<file path="config.mk">
export PLATFORM = sky130hd
export DESIGN_NAME = c45_window
export DESIGN_NICKNAME = d
export VERILOG_FILES = /design/src/rtl/c45_window.sv
export SDC_FILE = /design/constraint.sdc
export NUM_CORES = 1
export LEC_CHECK = 0
export ABC_CLOCK_PERIOD_IN_PS = 5050
export CORE_MARGIN = 3
export CORE_UTILIZATION = 40
export CTS_CLUSTER_DIAMETER = 120
export CTS_CLUSTER_SIZE = 14
export DETAILED_ROUTE_END_ITERATION = 8
export DONT_BUFFER_PORTS = 1
export SYNTH_ARGS = -nofsm -noshare
export SYNTH_HDL_FRONTEND = slang
export SYNTH_SLANG_ARGS = --single-unit
</file>
<file path="constraint.sdc">
create_clock -name clk -period 5.05 [get_ports clk]
set_clock_uncertainty 0.15 [all_clocks]
set_input_delay 0.7575 -clock clk [delete_from_list [all_inputs] [get_ports clk]]
set_output_delay 0.7575 -clock clk [all_outputs]
set_load 0.005 [all_outputs]
</file>
<file path="src/rtl/c45_window.sv">
module c45_window #(
  parameter int HOST_W = 32,
  parameter int DEV_W  = 5,
  parameter int REG_W  = 16,
  parameter int DATA_W = 16,
  parameter int PORT_W = 5,
  localparam int ADDR_W = DEV_W + REG_W
) (
  input  logic              clk,
  input  logic              rst_n,
  input  logic              host_rd,
  input  logic              host_wr,
  input  logic              host_sel,
  input  logic [PORT_W-1:0] host_port,
  input  logic [HOST_W-1:0] host_wdata,
  output logic [HOST_W-1:0] host_rdata,
  output logic              host_ready,
  output logic              host_err,
  output logic              int_req,
  output logic              int_we,
  output logic [ADDR_W-1:0] int_addr,
  output logic [DATA_W-1:0] int_wdata,
  input  logic              int_ack,
  input  logic [DATA_W-1:0] int_rdata
);

  typedef enum logic [1:0] {S_IDLE, S_BUSY, S_DONE} state_t;

  state_t            state;
  logic [ADDR_W-1:0] ptr_q;
  logic [DATA_W-1:0] rd_q;
  logic [DATA_W-1:0] wd_q;
  logic              we_q;

  logic idle, access, bad_port, reject, ptr_acc, win_start;

  assign idle      = (state == S_IDLE);
  assign access    = host_rd | host_wr;
  assign bad_port  = |host_port;
  assign reject    = idle & access & bad_port;
  assign ptr_acc   = idle & access & ~bad_port & ~host_sel;
  assign win_start = idle & access & ~bad_port & host_sel;

  assign host_ready = reject | ptr_acc | (state == S_DONE);
  assign host_err   = reject;

  always_comb begin
    host_rdata = '0;
    if (ptr_acc)
      host_rdata = {{(HOST_W-ADDR_W){1'b0}}, ptr_q};
    else if (state == S_DONE)
      host_rdata = {{(HOST_W-DATA_W){1'b0}}, rd_q};
  end

  assign int_req   = (state == S_BUSY);
  assign int_we    = we_q;
  assign int_addr  = ptr_q;
  assign int_wdata = wd_q;

  always_ff @(posedge clk) begin
    if (!rst_n) begin
      state <= S_IDLE;
      ptr_q <= '0;
      rd_q  <= '0;
      wd_q  <= '0;
      we_q  <= 1'b0;
    end else begin
      case (state)
        S_IDLE: begin
          if (ptr_acc && host_wr)
            ptr_q <= host_wdata[ADDR_W-1:0];
          if (win_start) begin
            we_q  <= host_wr;
            wd_q  <= host_wdata[DATA_W-1:0];
            state <= S_BUSY;
          end
        end
        S_BUSY: begin
          if (int_ack) begin
            if (!we_q) rd_q <= int_rdata;
            state <= S_DONE;
          end
        end
        default: state <= S_IDLE;
      endcase
    end
  end

endmodule

</file>
# Yosys cells after proc, flatten, opt, wreduce, memory -nomap -nowiden
# Cells that the tools add are included.
[classes]
n_eq_ne = 4
mux = 5
n_bitwise = 11
n_reduce_logical = 7
[op_table]
columns = ["cell", "n"]
rows = [
  ["$mux 21", 1],
  ["$mux 16", 1],
  ["$reduce_and 2->1", 3],
  ["$and 1x1->1", 5],
  ["$reduce_or 5->1", 1],
  ["$mux 2", 2],
  ["$ne 2x1->1 const B", 2],
  ["$pmux 2 s2", 1],
  ["$not 1->1", 3],
  ["$or 1x1->1", 3],
  ["$reduce_and 3->1", 1],
  ["$eq 2x1->1 const B", 1],
  ["$eq 2x2->1 const B", 1],
  ["$logic_not 2->1", 1],
  ["$logic_and 1x1->1", 1],
]
[totals]
ff_bits = 56
word_cells = 32

# Longest topological paths before layout
[depth]
ltp_word = 6
mapped_depth = 6
ltp_nobuf = 4

# Worst setup path after synthesis
# Ideal clock, no wire load.
[synth_path]
kind = "input-to-output"
start = "input port host_port[1]"
end = "output port host_rdata[10]"
t_arrival_ns = 2.095
t_required_ns = 4.143
slack_ns = 2.048
path_stages = 5
path_cell_list = "or4_4 > or2_1 > nor3_2 > buf_2 > a22o_1"
[synth_between]
elab_chain_len = 5
[synth_rtl]
columns = ["element", "line", "text"]
rows = [
  ["start, declared", "14", "input logic [PORT_W-1:0] host_port,"],
  ["$reduce_or 5->1", "39", "assign bad_port = |host_port;"],
  ["$not 1->1", "41", "assign ptr_acc = idle & access & ~bad_port & ~host_sel;"],
  ["$and 1x1->1 (2 in series)", "41", ""],
  ["$mux 21", "49", "if (ptr_acc)"],
  ["end, declared", "16", "output logic [HOST_W-1:0] host_rdata,"],
]
# Every way passes these cells.

# Final worst setup path
[layout_path]
start = "input port host_port[1]"
end = "output port host_rdata[0]"
# Same word-level chain as after synthesis.

==> results by group <==
Routing
  – Drt drc: 0
  – Drt first pass iters: 4
  – Via/cell ratio: 5.238
  – Initial DRC count: 107
  – Routed wire length per instance: 16.78 um
  – Final wirelength: 5923 um
  – Vias after detailed routing: 1849
  – Post-DRT Antenna Nets: 0

GRT
  – GRT Overall Usage: 16.58%
  – Gr ovfl total: 0
  – Largest net degree at the start of global routing: 95
  – Vias in the first global route: 1706
  – First-pass GRT wire length: 9349 um
  – Initial antenna violation count: 0

Clock tree
  – H-tree depth: 2
  – CTS-repair resized insts: 0
  – CTS sink cnt: 56
  – Num CTS Buffers: 5
  – Total setup buffers inserted after CTS: 0
  – Root Buffer Master: clkbuf_8
  – Hold buffer count at CTS: 0
  – CTS tree: built
  – Clk_lat worst skew: 0.31 ns
  – Max Root-Sink Buffers: 2
  – Clock transition at path regs: 0.10 ns

Yosys
  – Number of distinct library cells after synthesis: 29
  – Syn. warnings: 0
  – Area leader, netlist: dfxtp_1
  – Mapped Avg Cell Area: 8.367 sq um
  – Synthesis-stage register bit count: 56
  – Area contributors post-synth: dfxtp_1 (46%), nand2_1 (13%), mux2i_1 (6.9%)
  – Cell area after synthesis: 2460 sq um
  – Share of the synthesized area in the top cell type: 45.57%
  – Seq/Total Area, Yosys: 45.57%
  – Mapped Cells: 294

STA
  – Setup violations, final: 0
  – Total negative slack: 0 ns
  – Max Fclk: 0.2790 GHz
  – Final slew viol count: 0
  – Tmin final: 3.585 ns
  – Final Hold Fails: 0
  – Fin crit share: 70.98%
  – Rel. slew slack: 29.19%
  – Final worst setup slack: 1.465 ns
  – RSZ-0062 raised after global routing: false
  – Slew @ Worst Pin: 1.059 ns

Power and ir drop
  – Internal: 0.5493 mW
  – Tot Pwr: 0.7097 mW
  – Sw Share: 22.60%
  – Comb power frac: 2.2%
  – Flop pwr share: 62.7%
  – Max VDD drop: 111.1 uV
  – Cell Pwr Density: 282.5 nW/um^2
  – Sw Pwr: 0.1604 mW
  – Clk pwr share: 35.1%
  – Leak: 0.8536 nW

Floorplanning
  – Die area: 7127 sq um
  – Height of the die: 84.42 um
  – Row cnt: 27
  – Initial Utilization: 42.83%
  – Core area: 5743 sq um
  – Width of the die: 84.42 um
  – I/O pin cnt: 132

Place
  – DP HPWL: 4090 um
  – Placer Congestion: 0.7714
  – Port Buffers: 0
  – Setup WS pre-CTS: 1.371 ns

Worst setup path
  – Reg2Reg Depth: 4
  – Critical Path Fanout Max: 12
  – WP data required: 4.14 ns
  – Worst Setup Path Type: input pin to output port
  – Worst Setup End Kind: output port
  – Crit path DAT: 2.68 ns
  – CP Launch Type: input pin

Cells and area
  – Fraction of layout cells with a size suffix above 1: 5.338%
  – Nets: 339
  – Fillers: 609
  – N_diodes: 0
  – Layout Utilization: 43.75%
  – P&R area growth vs syn: 2.136%

Outcome
  – Status: finished clean

Worst hold path
  – Worst Hold Depth: 2
  – Hold Path Class: flop to flop

Job
  – Max-cap violations: 0
==> final timing paths <==
kind                            slack [ns]                   from              endpoint
worst min-delay path                  0.31   rd_q[7]$_SDFFE_PN0P_  rd_q[7]$_SDFFE_PN0P_
worst max-delay path                  1.47           host_port[1]         host_rdata[0]
worst max register to register        3.12  state[1]$_SDFFE_PN0P_   int_we$_SDFFE_PN0P_
worst min register to register        0.31   rd_q[7]$_SDFFE_PN0P_  rd_q[7]$_SDFFE_PN0P_
==> cell type report <==
class | instances | area [sq um] | share of cell area [%]
Timing Repair Buffer | 3 | 22.52 | 0.8964
Inverter | 1 | 3.754 | 0.1494
Tap cell | 72 | 90.09 | 3.586
Clock buffer | 6 | 72.57 | 2.888
Clock inverter | 2 | 16.27 | 0.6474
Sequential cell | 56 | 1121 | 44.62
Multi-Input combinational cell | 213 | 1186 | 47.21
==> power by group through the flow <==
stage,Combinational (mW),Sequential [mW],Clock (mW)
after floorplan,0.0290,0.455,0
after global placement,0.0156,0.455,0
after detailed placement,0.0159,0.455,0
after CTS,0.0158,0.445,0.262
after global routing,0.0176,0.445,0.277
final,0.0157,0.445,0.249
==> per-stage QoR <==
| stage | std cells | instance area [sq um] | hold WS [ns] |
|---|---|---|---|
| 5_1_grt | 353 | 2512 | 0.3397 |
| 3_3_place_gp | 345 | 2424 | 0.2907 |
| 6_report | 353 | 2512 | 0.3062 |
| 3_5_place_dp | 345 | 2424 | 0.2959 |
| 2_1_floorplan | 304 | 2497 | 0.2847 |
| 4_1_cts | 353 | 2512 | 0.3093 |
==> cells in the final DEF, fill, tap and decap left out <==
cell        synthesis  final
nand3b_1            1      1
nor2_1              3      3
or4b_1              1      1
clkinvlp_4          0      1
a21boi_0            8      8
buf_4              11      3
or2_2               1      1
a21oi_1             1      1
clkbuf_1           16      1
or4_4               1      1
and2_1              5      5
o21a_1              1      1
nand2_1            87     87
o21ai_1             3      3
and3_1              1      1
and3b_1             1      1
nor2b_1             3      3
inv_1               1      1
o21ai_0            19     19
a21boi_1            8      8
or2_1               1      1
nor3_4              0      2
nor3_2              3      1
clkinv_4            0      1
nand3_1            21     21
conb_1              1     11
clkbuf_8            0      5
dfxtp_1            56     56
mux2i_1            17     17
a22o_1             16     16
==> worst max-delay path: stages <==
cell	delay [ns]
or4_4	0.54
or2_1	0.28
nor3_2	0.57
buf_4	0.31
a22o_1	0.21
==> cells in the mapped netlist <==
cell / number
nand2_1: 87
dfxtp_1: 56
nand3_1: 21
o21ai_0: 19
mux2i_1: 17
a22o_1: 16
clkbuf_1: 16
buf_4: 11
a21boi_0: 8
a21boi_1: 8
and2_1: 5
buf_2: 5
nor2_1: 3
nor2b_1: 3
nor3_2: 3
o21ai_1: 3
a21oi_1: 1
and3_1: 1
and3b_1: 1
buf_12: 1
buf_6: 1
conb_1: 1
inv_1: 1
nand3b_1: 1
o21a_1: 1
or2_1: 1
or2_2: 1
or4_4: 1
or4b_1: 1
==> metal layers <==
| layer | track usage [%] | up-vias | wire length (um) |
|---|---|---|---|
| li1 | - | 932 | - |
| met1 | 22.85 | 839 | 2735 |
| met3 | 4.612 | 6 | 464 |
| met5 | 0 | - | 0 |
| met2 | 25.04 | 72 | 2642 |
| met4 | 5.612 | 0 | 80 |
==> sequential cells by signal, indices dropped and copies added, names as in the netlist <==
register   count
state          2
int_we         1
int_wdata     16
rd_q          16
int_addr      21
==> cell families (layout without fill, tap and decap cells) <==
logic type / Yosys count / after routing / share of synthesized area, %
buffers and inverters: 35 / 12 / 8.240
multiplexers: 17 / 17 / 6.917
AND/OR/NAND/NOR: 129 / 129 / 23.55
other: 1 / 11 / 0.1524
AO/OA/AOI/OAI: 56 / 56 / 15.56
flip-flops: 56 / 56 / 45.57
Note: power is estimated with default switching activity, not from simulation.
